$ cat src/rtl/obd_pkg.sv
package obd_pkg;

   localparam int TC_W    = 3;
   localparam int BUS_W   = 8;
   localparam int DEVFN_W = 8;
   localparam int DEV_W   = 5;
   localparam int RID_W   = 16;
   localparam int WORD_W  = 32;

   typedef struct packed {
      logic [TC_W-1:0]    tc;
      logic               en;
      logic [BUS_W-1:0]   bus;
      logic [DEVFN_W-1:0] devfn;
   } desc_t;

   function automatic logic [WORD_W-1:0] desc_pack(desc_t d);
      return {d.tc, 12'b0, d.en, d.bus, d.devfn};
   endfunction

   function automatic desc_t desc_unpack(logic [WORD_W-1:0] w);
      desc_t d;
      d.tc    = w[31:29];
      d.en    = w[16];
      d.bus   = w[15:8];
      d.devfn = w[7:0];
      return d;
   endfunction

endpackage

$ cat src/rtl/obd_cfg_regs.sv
module obd_cfg_regs
   import obd_pkg::*;
#(
   parameter int NUM_DESC  = 32,
   parameter int MATCH_W   = 7,
   parameter int MATCH_LSB = 5,
   parameter int ADDR_W    = 8
) (
   input  logic                clk,
   input  logic                rst_n,
   input  logic                cfg_we,
   input  logic [ADDR_W-1:0]   cfg_addr,
   input  logic [WORD_W-1:0]   cfg_wdata,
   output logic [WORD_W-1:0]   cfg_rdata,
   output logic [MATCH_W-1:0]  match_val,
   output desc_t               desc_tab [NUM_DESC]
);

   localparam int IDX_W      = ADDR_W - 2;
   localparam int MATCH_WORD = NUM_DESC;

   logic [IDX_W-1:0] widx;
   logic             unused_bits;

   assign widx        = cfg_addr[ADDR_W-1:2];
   assign unused_bits = ^{cfg_addr[1:0], cfg_wdata[28:17]};

   if (MATCH_WORD >= (1 << IDX_W)) begin : g_bad_addr
      $error("obd_cfg_regs: ADDR_W too small for NUM_DESC plus match word");
   end
   if (MATCH_LSB + MATCH_W > WORD_W) begin : g_bad_match
      $error("obd_cfg_regs: match field exceeds register word");
   end

   // match register
   always_ff @(posedge clk) begin
      if (!rst_n)
         match_val <= '0;
      else if (cfg_we && widx == IDX_W'(MATCH_WORD))
         match_val <= cfg_wdata[MATCH_LSB +: MATCH_W];
   end

   // descriptor table, one register per entry
   for (genvar k = 0; k < NUM_DESC; k++) begin : g_desc
      always_ff @(posedge clk) begin
         if (!rst_n)
            desc_tab[k] <= '0;
         else if (cfg_we && widx == IDX_W'(k))
            desc_tab[k] <= desc_unpack(cfg_wdata);
      end
   end

   // read mux
   always_comb begin
      cfg_rdata = '0;
      if (widx == IDX_W'(MATCH_WORD))
         cfg_rdata[MATCH_LSB +: MATCH_W] = match_val;
      for (int k = 0; k < NUM_DESC; k++) begin
         if (widx == IDX_W'(k))
            cfg_rdata = desc_pack(desc_tab[k]);
      end
   end

endmodule

$ cat src/rtl/obd_rid_build.sv
module obd_rid_build
   import obd_pkg::*;
(
   input  desc_t              desc,
   input  logic               ari,
   input  logic [BUS_W-1:0]   cap_bus,
   input  logic [DEV_W-1:0]   cap_dev,
   output logic [TC_W-1:0]    tc,
   output logic [RID_W-1:0]   rid
);

   localparam int FN_W = RID_W - BUS_W - DEV_W;

   logic [BUS_W-1:0]   bus_sel;
   logic [DEV_W-1:0]   dev_sel;
   logic [BUS_W-1:0]   low_legacy;
   logic               unused_fn3;

   assign unused_fn3 = desc.devfn[3];

   if (FN_W != 3) begin : g_bad_layout
      $error("obd_rid_build: legacy function field must be 3 bits");
   end

   assign tc      = desc.tc;
   assign bus_sel = desc.en ? desc.bus : cap_bus;
   assign dev_sel = desc.en ? {1'b0, desc.devfn[7:4]} : cap_dev;

   assign low_legacy = {dev_sel, desc.devfn[FN_W-1:0]};

   always_comb begin
      if (ari)
         rid = {bus_sel, desc.devfn};
      else
         rid = {bus_sel, low_legacy};
   end

endmodule

$ cat src/rtl/obd_bypass_sel.sv
module obd_bypass_sel
   import obd_pkg::*;
#(
   parameter int VID_W    = 12,
   parameter int SEL_W    = 5,
   parameter int ASEL_W   = 4,
   parameter int ADDR_W   = 8
) (
   input  logic               clk,
   input  logic               rst_n,
   input  logic               cfg_we,
   input  logic [ADDR_W-1:0]  cfg_addr,
   input  logic [31:0]        cfg_wdata,
   output logic [31:0]        cfg_rdata,
   input  logic               req_valid,
   input  logic [VID_W-1:0]   req_vid,
   input  logic [ASEL_W-1:0]  req_asel,
   input  logic               req_ari,
   input  logic [7:0]         cap_bus,
   input  logic [4:0]         cap_dev,
   output logic               rsp_valid,
   output logic               rsp_bypass,
   output logic [2:0]         rsp_tc,
   output logic [15:0]        rsp_rid
);

   localparam int NUM_DESC = 1 << SEL_W;
   localparam int MATCH_W  = VID_W - SEL_W;

   if (MATCH_W < 1) begin : g_bad_vid
      $error("obd_bypass_sel: VID_W must exceed SEL_W");
   end

   logic [MATCH_W-1:0] match_val;
   desc_t              desc_tab [NUM_DESC];
   desc_t              sel_desc;
   logic               hit;
   logic [TC_W-1:0]    nxt_tc;
   logic [RID_W-1:0]   nxt_rid;

   obd_cfg_regs #(
      .NUM_DESC  (NUM_DESC),
      .MATCH_W   (MATCH_W),
      .MATCH_LSB (SEL_W),
      .ADDR_W    (ADDR_W)
   ) u_regs (
      .clk       (clk),
      .rst_n     (rst_n),
      .cfg_we    (cfg_we),
      .cfg_addr  (cfg_addr),
      .cfg_wdata (cfg_wdata),
      .cfg_rdata (cfg_rdata),
      .match_val (match_val),
      .desc_tab  (desc_tab)
   );

   assign sel_desc = desc_tab[req_vid[SEL_W-1:0]];
   assign hit      = (req_vid[VID_W-1:SEL_W] == match_val) && (req_asel != '0);

   obd_rid_build u_rid (
      .desc    (sel_desc),
      .ari     (req_ari),
      .cap_bus (cap_bus),
      .cap_dev (cap_dev),
      .tc      (nxt_tc),
      .rid     (nxt_rid)
   );

   always_ff @(posedge clk) begin
      if (!rst_n) begin
         rsp_valid  <= 1'b0;
         rsp_bypass <= 1'b0;
         rsp_tc     <= '0;
         rsp_rid    <= '0;
      end else begin
         rsp_valid <= req_valid;
         if (req_valid && hit) begin
            rsp_bypass <= 1'b1;
            rsp_tc     <= nxt_tc;
            rsp_rid    <= nxt_rid;
         end else begin
            rsp_bypass <= 1'b0;
            rsp_tc     <= '0;
            rsp_rid    <= '0;
         end
      end
   end

endmodule

$ cat config.mk
export PLATFORM = sky130hd
export DESIGN_NAME = obd_bypass_sel
export DESIGN_NICKNAME = d
export VERILOG_FILES = /design/src/rtl/obd_pkg.sv /design/src/rtl/obd_cfg_regs.sv /design/src/rtl/obd_rid_build.sv /design/src/rtl/obd_bypass_sel.sv
export SDC_FILE = /design/constraint.sdc
export NUM_CORES = 2
export LEC_CHECK = 0
export ABC_AREA = 1
export BUFFER_PORTS_ARGS = -buffer_cell sky130_fd_sc_hd__buf_2
export CAP_MARGIN = 20
export CORE_UTILIZATION = 56
export CTS_BUF_LIST = sky130_fd_sc_hd__clkbuf_16
export DETAILED_ROUTE_END_ITERATION = 10
export GPL_TIMING_DRIVEN = 1
export PLACE_DENSITY = 0.76
export SKIP_CTS_REPAIR_TIMING = 1
export SLEW_MARGIN = 25
export SYNTH_ARGS = -nofsm -noshare
export SYNTH_HDL_FRONTEND = slang
export SYNTH_HIERARCHICAL = 1
export SYNTH_SLANG_ARGS = --single-unit
$ cat constraint.sdc
create_clock -name clk -period 3.7 [get_ports clk]
set_input_delay 0.555 -clock clk [delete_from_list [all_inputs] [get_ports clk]]
set_output_delay 0.555 -clock clk [all_outputs]
set_load 0.02 [all_outputs]
# Yosys cells after proc, flatten, opt, wreduce, memory -nomap -nowiden
# Index checks and enable logic that the tools add are counted.
# totals
ff_bits,668
inputBits,74
output_inout_bits,53
word_cells,246
# op_classes
n_bitwise,1
n_lt_le_gt_ge,1
reduce_logical,38
n_eq_ne,33
mux,40
# ops
cell,n
32-bit 2-to-1 mux,32
20-bit binary-select mux with 5-bit select,1
"6-bit by 5-bit == test with 1-bit output, second input constant",16
"6-bit by 4-bit == test with 1-bit output, second input constant",8
20-bit 2-to-1 mux,2
1-bit logical AND,35
"6-bit by 3-bit == test with 1-bit output, second input constant",4
8-bit 2-to-1 mux,2
"6-bit by 2-bit == test with 1-bit output, second input constant",2
7-bit == test,1
7-bit 2-to-1 mux,1
"6-bit by 1-bit == test with 1-bit output, second input constant",1
"6-bit == test, second input constant",1
"6-bit >= comparator, second input constant",1
6-bit zero test,1
5-bit inverter with 6-bit output,1
5-bit 2-to-1 mux,1
4-bit nonzero test,1
2-bit AND reduction,1
1-bit 2-to-1 mux,1

# Depth between registers and ports, before layout
# depth
ltp_word,34
mapped_depth,24
mapped_depth_nobuf,23

# Modules after synthesis
# Netlist, hierarchy kept.
# modules_own_cells
module,cells_each,n_inst,area_per_inst_um2,seq_area_each_um2
obd_cfg_regs,4103,1,27871.7,12952.4
obd_bypass_sel,1592,1,7375.8,420.4
obd_rid_build,64,1,281.5,0.0

# Worst setup path before layout
# Ideal clock, no wire load.
# synth_timing
path_type,input-to-output
startpoint,in cfg_addr[2]
endpoint,out cfg_rdata[10]
n_path_buf,2
slack_ns,0.717
arrival_time_ns,2.428
cell_stages,21
required_ns,3.145
cell_sequence,nor2_2 > buf_4 > inv_2 > nor2_1 > inv_2 > nor2_2 > buf_4 > inv_2 > or2_0 > nand2_1 > nand4_1 > nor2_1 > nand4_1 > nor2_1 > nand4_1 > nand2_1 > nand4_1 > nand2_1 > nand4_1 > nor2_1 > nand4_1
# synth_between
elab_chain_cells,34
elab_cells_between_ends,66
cone_classes,eq/ne: 32; mux: 33; reduce/logical: 1
# synth_rtl
element,line_no,rtl
start: declaration,obd_bypass_sel.sv:12,"input logic [ADDR_W-1:0] cfg_addr,"
6-bit == test,obd_cfg_regs.sv:56,if (widx == IDX_W'(MATCH_WORD))
7-bit 2-to-1 mux,obd_cfg_regs.sv:56,
32-bit 2-to-1 mux (31 in a row),obd_cfg_regs.sv:59,if (widx == IDX_W'(k))
32-bit 2-to-1 mux (*),obd_cfg_regs.sv:59,
end: declaration,obd_bypass_sel.sv:14,"output logic [31:0] cfg_rdata,"
# Mark *: on every way between the ends. The rest lies on a longest branch, timed or not.

# Final worst setup path
# layout_timing
startpoint,in cfg_addr[3]
endpoint,out cfg_rdata[13]
# layout_between
elab_chain_cells,33
elab_cells_between_ends,64
cone_classes,eq/ne: 31; mux: 32; reduce/logical: 1
# layout_rtl
element,line_no
6-bit zero test,obd_cfg_regs.sv:59
32-bit 2-to-1 mux (31 in a row),obd_cfg_regs.sv:59
32-bit 2-to-1 mux (*),obd_cfg_regs.sv:59
# Marks and branches as above.

==> results.py <==
metrics = {
    "run_status": {
        "status": "finished, violations left",
        "violations": "negative setup slack",
    },
    "setup_path": {
        "crit_path_frequent_cell": "nand4_1",
        "r2r_end": "rsp_rid[9]",
        "crit_arrival_ns": 3.86,
        "cp_max_fo": 6,
        "crit_buf_inv": 5,
        "cp-end-kind": "primary output",
        "cp.required_ns": 3.14,
        "cp_slowest_cell": "nand4_1",
        "cp_top_family": "simple AND/OR/NAND/NOR gates",
        "timing.rr.start": "u_regs/desc_tab[636]",
        "r2r_cells": 13,
        "slowest_delay_ns": 0.25,
        "critPathKind": "input port to primary output",
        "cp-start-kind": "input port",
        "crit_cells": 24,
        "path_cells": "buf_12 -> inv_6 -> nor2_4 -> nand2_2 -> nor2_4 -> buf_6 -> buf_6 -> a21oi_4 -> nand4_1 -> nor2_2 -> nand4_1 -> nor2_1 -> nand4_1 -> nand2_1 -> nand4_1 -> nor2_1 -> nand4_1 -> nand2_1 -> nand3_2 -> nand2_2 -> nand4_1 -> nand2_1 -> nand3_2 -> buf_6",
        "r2r_slack_ns": 1.04,
    },
    "clocking": {
        "cts_root_buf": "clkbuf_16",
        "htreeDepth": 3,
        "clock_latency_ns": 0.63,
        "path_clk_slew_ns": 0.06,
        "clk_path_buf_depth": 3,
        "clock-sinks": 668,
        "cts_buffers": 73,
        "cts_tree": "done",
    },
    "sta": {
        "finalSetupViolations": 20,
        "relSlewSlack": 0.241,
        "timing.final.crit_share": 1.19,
        "hold_viol": 0,
        "setup-tns-final_ns": -9.59,
        "grt_setup_unrepaired": "yes",
        "worst_slew_pin_slew_ns": 1.14,
        "fmaxAchievable_mhz": 227,
        "slew_violations": 0,
        "worst_clock_skew_ns": 0.0256,
        "timing.final.ws_setup_ns": -0.711,
        "min_period_ns": 4.41,
    },
    "yosys": {
        "synth_area_leaders": "dfxtp_1, nand2_1, nand3_1",
        "synth_warnings": 6,
        "synth.most_common_cell": "nand2_1",
        "ys_seq_elements": 668,
        "async_flop_share": 0,
        "netlist_top_cells_count": "nand2_1, nor2_1, nand3_1",
        "synth_edf_count": 0,
        "avgSynthCellArea_sq_um": 6.17,
        "synth.largest_area_cell": "dfxtp_1",
        "syn_inst": 5759,
        "netlist_area_sq_mm": 0.0355,
        "synth_top_area_frac": 0.376,
        "yosysSeqAreaShare": 0.376,
        "ys_types": 32,
        "ys.flop_type": "dfxtp_1",
    },
    "layout": {
        "final.fill_count": 5669,
        "utilization": 0.650,
        "drive_gt1_frac": 0.120,
        "area_delta_synth_final_pct": 13.7,
        "nets": 5804,
        "final_cells": 6618,
    },
    "global_routing": {
        "grt_remaining_overflow": 0,
        "antenna_found_initial": 4,
        "grt_first_pass_wirelength_mm": 207,
        "grt_usage": 0.415,
        "grt_pass1_vias": 34800,
        "grt_max_degree": 183,
    },
    "routing": {
        "vias_per_cell": 6.08,
        "drt-wirelength-per-cell_microns": 21.0,
        "drt_pass1_iterations": 8,
        "ant_nets": 0,
        "drtIter0Drc": 6915,
        "drcViolationCount": 0,
        "via_count": 40300,
        "route.final.wire_length_mm": 139,
    },
    "die": {
        "die_w_microns": 254,
        "core_area_sq_mm": 0.0622,
        "fp.dieArea_sq_mm": 0.0645,
        "num_rows": 91,
        "io-pin-count": 127,
        "die_h_microns": 254,
        "start_util": 0.572,
    },
    "hold_path": {
        "hold_end": "rsp_valid",
        "hp-start": "req_valid",
        "whs_path_depth": 3,
        "hold_path_class": "input port to flip-flop",
    },
    "placement": {
        "dp_cells": 6463,
        "place_congestion": 1.02,
        "place_hpwl_mm": 88.6,
        "io_buffer_count": 100,
    },
    "pwr": {
        "ir_drop_mv": 0.282,
        "powerDensity_mw_per_mm2": 391,
        "p_leak_uw": 0.0163,
    },
    "flow_run": {
        "drv_cap": 0,
    },
}
## worst reg2reg max path, delay by kind of cell, from the launching register on
| family | cells | cell delay, ns |
|---|---|---|
| buf+inv | 2 | 0.45 |
| flops | 1 | 0.41 |
| simple gates | 11 | 1.66 |
## final cells by class
| type | count | area (sq um) | share of cell area |
|---|---|---|---|
| Multi-Input combinational cell | 4350 | 19600 | 0.486 |
| Inverter | 267 | 1050 | 0.0261 |
| Clock buffer | 75 | 1880 | 0.0465 |
| Sequential cell | 668 | 13400 | 0.331 |
| Tap cell | 837 | 1050 | 0.0259 |
| Antenna cell | 2 | 5.00 | 0.000124 |
| Timing Repair Buffer | 370 | 3110 | 0.0770 |
| Clock inverter | 49 | 293 | 0.00725 |
## report_power, final
part	total (uW)	switching [uW]	internal [uW]
registers	7270	34.6	7240
clock network	6950	3100	3860
logic	1580	1180	397
## how the worst max path moves through the flow
stage	endpoint	slack, ns	startpoint
after floorplan	cfg_rdata[10]	0.72	cfg_addr[2]
after global placement	cfg_rdata[30]	-0.73	cfg_addr[7]
after detailed placement	cfg_rdata[30]	-0.71	cfg_addr[7]
after CTS	cfg_rdata[30]	-0.73	cfg_addr[7]
after global routing	cfg_rdata[2]	-0.69	u_regs/desc_tab[602]
final	cfg_rdata[13]	-0.71	cfg_addr[3]
## kinds of logic (layout without fill, tap and decap cells)
kind of cell / Yosys count / count (layout) / share of synthesized area
XOR/XNOR: 3 / 3 / 0.000740
buffers and inverters: 753 / 761 / 0.0930
flip-flops: 668 / 668 / 0.376
AND/OR/NAND/NOR: 3432 / 3433 / 0.403
other: 1 / 14 / 0.000106
AO/OA/AOI/OAI: 902 / 902 / 0.127
## layer usage
metal	vias to the layer above	track usage	wire length (microns)
li1	18500	-	-
met1	18300	0.583	54300
met2	3026	0.578	56300
met3	445	0.106	20600
met4	4	0.219	7820
met5	-	0.00927	86
## per-stage QoR
stage / power (uW) / hold slack (ns) / instance area, sq um / setup slack, ns
5_1_grt: 16200 / 0.165 / 40400 / -0.694
2_1_floorplan: 8320 / 0.439 / 35600 / 0.717
3_5_place_dp: 8840 / 0.453 / 37000 / -0.713
4_1_cts: 15600 / 0.145 / 39200 / -0.725
6_report: 15800 / 0.156 / 40400 / -0.711
3_3_place_gp: 8830 / 0.450 / 37000 / -0.730
## cells in the final DEF (no fill, tap or decap), types with 22 or more instances in the layout
master	n
nand2_1	1640
o21ai_0	504
dfxtp_1	663
a21oi_1	381
or2_2	22
nand4_1	127
buf_12	29
nor2_2	45
buf_6	37
nand3_1	688
buf_2	80
nor2_1	768
nand2_2	48
inv_1	251
nand3_2	25
nor2_4	22
buf_4	220
clkbuf_16	75
## registers in the layout (all words and copies together), names as in the netlist
signal,cells
u_regs/desc_tab,640
rsp_tc,3
u_regs/match_val,7
rsp_rid,16
rsp_valid,1
rsp_bypass,1
Note: power is estimated with default switching activity, not from simulation.
